**src/rtl/simd_mul_pkg.sv**
```systemverilog
package simd_mul_pkg;
  typedef enum logic [1:0] {
    MODE_WORD  = 2'b00,
    MODE_HALF  = 2'b01,
    MODE_BYTE  = 2'b10,
    MODE_BYTE2 = 2'b11
  } mul_mode_e;
endpackage

```
**src/rtl/simd_mul_steer.sv**
```systemverilog
module simd_mul_steer
  import simd_mul_pkg::*;
#(
  parameter int DATA_W = 32,
  localparam int HALF_W = DATA_W / 2,
  localparam int BYTE_W = DATA_W / 4,
  localparam int PP_W = HALF_W + 2,
  localparam int SM_W = BYTE_W + 1
) (
  input  logic [DATA_W-1:0]          a,
  input  logic [DATA_W-1:0]          b,
  input  mul_mode_e                  mode,
  input  logic                       is_signed,
  output logic [3:0][PP_W-1:0]       wide_a,
  output logic [3:0][PP_W-1:0]       wide_b,
  output logic [1:0][SM_W-1:0]       small_a,
  output logic [1:0][SM_W-1:0]       small_b
);
  function automatic logic [PP_W-1:0] ext_half(input logic [HALF_W-1:0] x, input logic s);
    return {{(PP_W-HALF_W){s & x[HALF_W-1]}}, x};
  endfunction

  function automatic logic [PP_W-1:0] ext_byte(input logic [BYTE_W-1:0] x, input logic s);
    return {{(PP_W-BYTE_W){s & x[BYTE_W-1]}}, x};
  endfunction

  function automatic logic [SM_W-1:0] ext_small(input logic [BYTE_W-1:0] x, input logic s);
    return {s & x[BYTE_W-1], x};
  endfunction

  logic [HALF_W-1:0] a_lo, a_hi, b_lo, b_hi;
  assign a_lo = a[HALF_W-1:0];
  assign a_hi = a[DATA_W-1:HALF_W];
  assign b_lo = b[HALF_W-1:0];
  assign b_hi = b[DATA_W-1:HALF_W];

  always_comb begin
    wide_a  = '0;
    wide_b  = '0;
    small_a = '0;
    small_b = '0;
    unique case (mode)
      MODE_WORD: begin
        // low halves are magnitudes; only the upper halves carry the sign
        wide_a[0] = ext_half(a_lo, 1'b0);      wide_b[0] = ext_half(b_lo, 1'b0);
        wide_a[1] = ext_half(a_lo, 1'b0);      wide_b[1] = ext_half(b_hi, is_signed);
        wide_a[2] = ext_half(a_hi, is_signed); wide_b[2] = ext_half(b_lo, 1'b0);
        wide_a[3] = ext_half(a_hi, is_signed); wide_b[3] = ext_half(b_hi, is_signed);
      end
      MODE_HALF: begin
        wide_a[0] = ext_half(a_lo, is_signed); wide_b[0] = ext_half(b_lo, is_signed);
        wide_a[1] = ext_half(a_hi, is_signed); wide_b[1] = ext_half(b_hi, is_signed);
      end
      default: begin
        wide_a[0]  = ext_byte(a[0*BYTE_W +: BYTE_W], is_signed);
        wide_b[0]  = ext_byte(b[0*BYTE_W +: BYTE_W], is_signed);
        wide_a[1]  = ext_byte(a[1*BYTE_W +: BYTE_W], is_signed);
        wide_b[1]  = ext_byte(b[1*BYTE_W +: BYTE_W], is_signed);
        small_a[0] = ext_small(a[2*BYTE_W +: BYTE_W], is_signed);
        small_b[0] = ext_small(b[2*BYTE_W +: BYTE_W], is_signed);
        small_a[1] = ext_small(a[3*BYTE_W +: BYTE_W], is_signed);
        small_b[1] = ext_small(b[3*BYTE_W +: BYTE_W], is_signed);
      end
    endcase
  end
endmodule

```
**src/rtl/simd_mul_mult.sv**
```systemverilog
module simd_mul_mult #(
  parameter int IN_W  = 18,
  parameter int OUT_W = 36
) (
  input  logic [IN_W-1:0]  op_a,
  input  logic [IN_W-1:0]  op_b,
  output logic [OUT_W-1:0] product
);
  logic signed [OUT_W-1:0] xa, xb;
  assign xa = OUT_W'($signed(op_a));
  assign xb = OUT_W'($signed(op_b));
  assign product = xa * xb;
endmodule

```
**src/rtl/simd_mul_merge.sv**
```systemverilog
module simd_mul_merge
  import simd_mul_pkg::*;
#(
  parameter int DATA_W = 32,
  localparam int HALF_W = DATA_W / 2,
  localparam int BYTE_W = DATA_W / 4,
  localparam int PP_W = HALF_W + 2,
  localparam int WP_W = 2 * PP_W,
  localparam int RES_W = 2 * DATA_W
) (
  input  logic [3:0][WP_W-1:0]       wide_p,
  input  logic [1:0][2*BYTE_W-1:0]   small_p,
  input  mul_mode_e                  mode,
  input  logic                       hi_sel,
  output logic [RES_W-1:0]           result
);
  logic signed [RES_W-1:0] e0, e1, e2, e3, word_sum;
  assign e0 = RES_W'($signed(wide_p[0]));
  assign e1 = RES_W'($signed(wide_p[1]));
  assign e2 = RES_W'($signed(wide_p[2]));
  assign e3 = RES_W'($signed(wide_p[3]));
  assign word_sum = e0 + ((e1 + e2) <<< HALF_W) + (e3 <<< DATA_W);

  logic [3:0][2*BYTE_W-1:0] byte_p;
  assign byte_p = {small_p[1], small_p[0], wide_p[1][2*BYTE_W-1:0], wide_p[0][2*BYTE_W-1:0]};

  logic [DATA_W-1:0] half_res, byte_res;
  for (genvar h = 0; h < 2; h++) begin : g_half
    assign half_res[h*HALF_W +: HALF_W] =
      hi_sel ? wide_p[h][DATA_W-1:HALF_W] : wide_p[h][HALF_W-1:0];
  end
  for (genvar y = 0; y < 4; y++) begin : g_byte
    assign byte_res[y*BYTE_W +: BYTE_W] =
      hi_sel ? byte_p[y][2*BYTE_W-1:BYTE_W] : byte_p[y][BYTE_W-1:0];
  end

  always_comb begin
    unique case (mode)
      MODE_WORD: result = word_sum;
      MODE_HALF: result = {{DATA_W{1'b0}}, half_res};
      default:   result = {{DATA_W{1'b0}}, byte_res};
    endcase
  end
endmodule

```
**src/rtl/simd_mul.sv**
```systemverilog
module simd_mul
  import simd_mul_pkg::*;
#(
  parameter int DATA_W = 32,
  localparam int HALF_W = DATA_W / 2,
  localparam int BYTE_W = DATA_W / 4,
  localparam int PP_W = HALF_W + 2,
  localparam int SM_W = BYTE_W + 1,
  localparam int RES_W = 2 * DATA_W
) (
  input  logic              clk,
  input  logic              rst_n,
  input  logic              in_valid,
  output logic              in_ready,
  input  logic [DATA_W-1:0] a,
  input  logic [DATA_W-1:0] b,
  input  logic [1:0]        mode,
  input  logic              is_signed,
  input  logic              hi_sel,
  output logic              out_valid,
  input  logic              out_ready,
  output logic [RES_W-1:0]  prod
);
  mul_mode_e in_mode;
  assign in_mode = mul_mode_e'(mode);

  logic advance;
  assign advance  = !out_valid || out_ready;
  assign in_ready = advance;

  logic [3:0][PP_W-1:0] wide_a, wide_b;
  logic [1:0][SM_W-1:0] small_a, small_b;

  simd_mul_steer #(.DATA_W(DATA_W)) u_steer (
    .a(a), .b(b), .mode(in_mode), .is_signed(is_signed),
    .wide_a(wide_a), .wide_b(wide_b), .small_a(small_a), .small_b(small_b)
  );

  logic [3:0][2*PP_W-1:0]   wide_p, s1_wide_p;
  logic [1:0][2*BYTE_W-1:0] small_p, s1_small_p;

  for (genvar i = 0; i < 4; i++) begin : g_wide
    simd_mul_mult #(.IN_W(PP_W), .OUT_W(2*PP_W)) u_mult (
      .op_a(wide_a[i]), .op_b(wide_b[i]), .product(wide_p[i])
    );
  end
  for (genvar j = 0; j < 2; j++) begin : g_small
    simd_mul_mult #(.IN_W(SM_W), .OUT_W(2*BYTE_W)) u_mult (
      .op_a(small_a[j]), .op_b(small_b[j]), .product(small_p[j])
    );
  end

  // stage 1: partial products
  logic      s1_valid, s1_hi;
  mul_mode_e s1_mode;
  always_ff @(posedge clk) begin
    if (!rst_n) begin
      s1_valid <= 1'b0;
    end else if (advance) begin
      s1_valid <= in_valid;
    end
  end
  always_ff @(posedge clk) begin
    if (advance && in_valid) begin
      s1_wide_p  <= wide_p;
      s1_small_p <= small_p;
      s1_mode    <= in_mode;
      s1_hi      <= hi_sel;
    end
  end

  logic [RES_W-1:0] merged;
  simd_mul_merge #(.DATA_W(DATA_W)) u_merge (
    .wide_p(s1_wide_p), .small_p(s1_small_p), .mode(s1_mode),
    .hi_sel(s1_hi), .result(merged)
  );

  // stage 2: combined result
  always_ff @(posedge clk) begin
    if (!rst_n) begin
      out_valid <= 1'b0;
    end else if (advance) begin
      out_valid <= s1_valid;
    end
  end
  always_ff @(posedge clk) begin
    if (advance && s1_valid) begin
      prod <= merged;
    end
  end
endmodule

```
**config.mk**
```make
export PLATFORM = sky130hd
export DESIGN_NAME = simd_mul
export DESIGN_NICKNAME = d
export VERILOG_FILES = /design/src/rtl/simd_mul_pkg.sv /design/src/rtl/simd_mul_steer.sv /design/src/rtl/simd_mul_mult.sv /design/src/rtl/simd_mul_merge.sv /design/src/rtl/simd_mul.sv
export SDC_FILE = /design/constraint.sdc
export NUM_CORES = 2
export LEC_CHECK = 0
export ABC_CLOCK_PERIOD_IN_PS = 23600
export BUFFER_PORTS_ARGS = -buffer_cell sky130_fd_sc_hd__buf_2
export CORE_ASPECT_RATIO = 1.1
export CORE_UTILIZATION = 57
export CTS_BUF_LIST = sky130_fd_sc_hd__clkbuf_8
export DETAILED_ROUTE_END_ITERATION = 6
export PLACE_DENSITY = 0.72
export SLEW_MARGIN = 15
export SYNTH_ARGS = -nofsm -noshare
export SYNTH_HDL_FRONTEND = slang
export SYNTH_HIERARCHICAL = 1
export SYNTH_SLANG_ARGS = --single-unit
export TNS_END_PERCENT = 5
```
**constraint.sdc**
```tcl
create_clock -name clk -period 23.6 [get_ports clk]
set_input_delay 2.36 -clock clk [delete_from_list [all_inputs] [get_ports clk]]
set_output_delay 2.36 -clock clk [all_outputs]
set_load 0.1 [all_outputs]
```
======== After elaboration in Yosys (flattened, before gate mapping) ========
Index checks and enable logic that the tools add are counted.
operators by class
  multipliers ............................. 6
  reductions and logical operators ........ 7
  $add $sub $neg .......................... 3
  muxes and demuxes ....................... 13
  bitwise operators ....................... 8
  equality and inequality tests ........... 2
operators by type and width
  cell                  number
  $pmux W36 S2          2
  $pmux W64 S2          1
  $mul A18 B18 Y36      3
  $mux W36              2
  $add A64 B64 Y64      1
  $add A36 B53 Y54      1
  $add A36 B36 Y37      1
  $mux W18              2
  $mul A18 B18 Y32      1
  $mul A9 B9 Y16        2
  $mux W16              2
  $mux W8               4
  $and A1 B1 Y1         8
  $eq A2 B1 Y1 const B  2
  $logic_not A2 Y1      2
  $logic_and A1 B1 Y1   2
  $reduce_or A2 Y1      1
  $logic_not A1 Y1      1
  $logic_or A1 B1 Y1    1
storage, ports and cells
  bits in registers ....................... 241
  input bits .............................. 72
  output and inout port bits .............. 66
  word-level logic and storage cells ...... 50

======== Depth between registers and ports, before layout ========
  depth in word-level cells ............... 4
  mapped depth ............................ 33
  mapped depth without buffers ............ 33

======== Cells and area by module ========
The synthesis kept the hierarchy.
modules (own cells, without submodules)
  module                                  sequential area each (sq um)  area an instance (sq um)  cells an instance  times used
  simd_mul_mult at g_wide[1].u_mult ...   0.0                           12099.1                   1318               2
  simd_mul_mult at g_wide[0].u_mult       0.0                           12182.9                   1342               1
  simd_mul_mult at g_wide[3].u_mult       0.0                           12136.6                   1342               1
  simd_mul                                7337.0                        7394.6                    253                1
  simd_mul_merge                          0.0                           6421.2                    913                1
  simd_mul_mult at g_small[0].u_mult ...  0.0                           2808.9                    325                2
  simd_mul_steer                          0.0                           1680.4                    264                1

======== Worst setup path after synthesis ========
OpenSTA, ideal clock, no wires.
  kind .................................... input to register
  start ................................... in mode[1]
  end ..................................... reg s1_wide_p[35] (netlist name), data pin
  setup time .............................. 0.259 ns
  arrival ................................. 9.521 ns
  path slack .............................. 13.820 ns
  buffers on the path ..................... 5
  data required time ...................... 23.341 ns
  stages .................................. 26
  cell sequence ........................... buf_6 buf_6 nand3b_1 a21boi_1 buf_4 clkbuf_1 clkbuf_1 nand2_1 fa_1 inv_1 fa_1 fa_1 fa_1 fa_1 inv_1 fa_1 inv_1 ha_1 and3_4 a221oi_2 nor2_1 or2_1 a21oi_2 o21ai_2 o311a_1 a211o_1
RTL lines
  what                  line            source
  from (decl)           simd_mul.sv:17  input logic [1:0] mode,
  to (signal assigned)  simd_mul.sv:65  s1_wide_p <= wide_p;
  to (decl)             simd_mul.sv:39  logic [3:0][2*PP_W-1:0] wide_p, s1_wide_p;

==> results.md <==
- Worst EP required: 23.97 ns
- Worst Skew: 0.0286 ns
- CTS resizes: 0
- Critical path arrival: 10.19 ns
- CP startpoint kind: input pin
- Post-Route WL: 177000 um
- Drt drc: 0
- Peak supply drop: 0.200 mV
- Cell Pwr Density: 138 nW/um^2
- CTS tree: yes
- Largest net degree at the start of global routing: 81
- Initial core utilization: 57.4%
- Placer Congestion: 0.962
- CTS Buf Count: 47
- Final setup viols: 0
- Yosys warns: 6
- Initial DRC count: 3564
- Hpwl dp: 144000 um
- Vias in the first global route: 53100
- Setup crit start: mode[1]
- Max incr delay on CP: 0.96 ns
- Total Routing Usage GR: 30.1%
- Die area: 122000 um^2
- Lkg Pwr: 36.4 nW
- Synthesized instance count: 7303
- Post-synthesis instance area: 68600 um^2
- Core box area: 119000 um^2
- Die X: 333 um
- Crit Path Category: in -> reg
- I/O Pins: 138
- Hold wc startpoint: s1_valid$_SDFFE_PN0P_
- Fillers: 10200
- Pre-Repair DR Iteration Count: 6
- Antenna-violating nets left: 0
- Routed via count: 49900
- RSZ-0062 raised after global routing: no
- Status: finished clean
- Final Util: 60.1%
- Clock Pin Slew Worst Setup and Hold Paths: 0.06 ns
- Row Count: 133
- Antenna violations before repair: 13
- Fmax: 102 MHz
- Worst path cell trace: buf_4 -> buf_4 -> inv_2 -> a21oi_2 -> nand2_1 -> fa_1 -> inv_1 -> fa_1 -> fa_1 -> fa_1 -> fa_1 -> inv_1 -> fa_1 -> inv_1 -> ha_1 -> and3_1 -> o21ai_0 -> a21oi_1 -> a211o_1 -> a41oi_4 -> o211a_1 -> nor3_1 -> nand3b_1
- Hold WC Path Type: reg -> reg
- Post-cts hold buffer count: 0
- Post-CTS setup buffers: 0
- Clk_lat worst skew: 0.65 ns
- Tcrit/Tclk final: 41.6%
- CTS sink cnt: 241
- Slew of the pin with the lowest slew margin: 1.30 ns
- Setup crit end kind: register
- Via density: 5.62
- Drt wl/cell: 20.0 um
- Area grow syn2layout: 4.61%
- Relative slew slack: 12.8%
- Clk root buf: clkbuf_8
- Die height: 366 um
- Maxcap violations: 0
- Clock period minus worst slack: 9.82 ns
- Max clock buf depth: 3
- Total gr overflow: 0
- Fin. Hold Viols: 0
- CP most frequent cell: fa_1
- Layout Nets: 9319
- CP max stage cell: a21oi_2
- Footprint of the multi-input gates: 54000 um^2
- Final slew viol count: 0
- H-tree depth: 2
- Setup TNS: 0 ns
- Worst reg2reg startpoint: s1_wide_p[42]$_DFFE_PP_
- Share of cells above drive strength 1: 5.92%
- Port bufs: 137
- First-pass GRT wire length: 288000 um
- Total area of sequential cells: 7220 um^2
- Maximum fanout along the worst path: 59
- Post-Syn Area per Cell: 9.40 um^2
## path summary, 6_finish.rpt
path | to | slack (ns) | cells after the start
min | s1_valid$_SDFFE_PN0P_ | 0.49 | 2
max | s1_wide_p[71]$_DFFE_PP_ | 13.78 | 23
max reg2reg | prod[63]$_DFFE_PP_ | 15.76 | 30
min reg2reg | s1_valid$_SDFFE_PN0P_ | 0.49 | 2
## report_power, final
group / internal (W) / total, W / switching [W]
Sequential: 0.000883 / 0.00102 / 0.000140
Combinational: 0.00345 / 0.00842 / 0.00497
Clock: 0.000275 / 0.000486 / 0.000211
Total: 0.00460 / 0.00993 / 0.00532
## worst max-delay path, delay by kind of cell
family,cells,cell delay [ns]
AO/OA/AOI/OAI,6,2.19
AND/OR/NAND/NOR,4,0.66
buffers and inverters,6,1.61
adder cells (fa/ha/maj),7,3.30
## placed cells by master (no fill, tap or decap), types with 7 or more instances in the layout
master / count
a211oi_1: 30
a21o_1: 110
a21oi_1: 214
a21oi_2: 7
a22o_1: 18
a31oi_1: 23
and2_1: 761
and3_1: 30
buf_2: 136
buf_4: 75
bufinv_16: 7
clkbuf_8: 49
clkinv_1: 9
clkinv_2: 10
edfxtp_1: 239
fa_1: 1422
ha_1: 544
inv_1: 1692
mux2_2: 20
mux2i_1: 43
nand2_1: 777
nand2b_1: 40
nand3_1: 39
nand3b_1: 10
nand4_1: 22
nor2_1: 179
nor2b_1: 88
nor3_1: 35
nor3_2: 13
o211ai_1: 13
o21a_1: 27
o21ai_0: 88
o21ai_1: 39
o21ai_2: 23
o21bai_1: 27
o311ai_1: 7
xnor2_1: 194
xor2_1: 59
## through the flow
stage               instances  hold slack, ns  cell area, um^2  setup WS [ns]  total power (W)
finish                   8875           0.485            71800          13.78          0.00993
global route             8873           0.516            71800          13.43           0.0109
CTS                      8870           0.485            71800          13.82          0.00988
detailed placement       8784           0.477            70700          13.17          0.00933
global placement         8784           0.459            70700          13.39          0.00918
floorplan                7304           0.447            68600          13.82          0.00749
## final cells by class
type	count	area share (%)
Clock inverter	37	0.532
Timing Repair Buffer	211	1.73
Tap cell	1552	2.71
Sequential cell	241	10.1
Antenna cell	5	0.0174
Clock buffer	49	0.939
Multi-Input combinational cell	5085	75.2
Inverter	1695	8.86
## per-layer routing
| layer | vias to the layer above | global-route usage [%] | wire length [um] |
|---|---|---|---|
| li1 | 22100 | - | - |
| met5 | - | 0 | 82 |
| met1 | 25400 | 40.6 | 71600 |
| met3 | 423 | 5.84 | 15900 |
| met2 | 1966 | 48.5 | 82300 |
| met4 | 14 | 11.2 | 7310 |
## state kept, by name, indices dropped and copies added (netlist names)
name,flops
s1_small_p,32
s1_wide_p,140
s1_hi,1
s1_valid,1
out_valid,1
prod,64
s1_mode,2
Note: power is estimated with default switching activity, not from simulation.
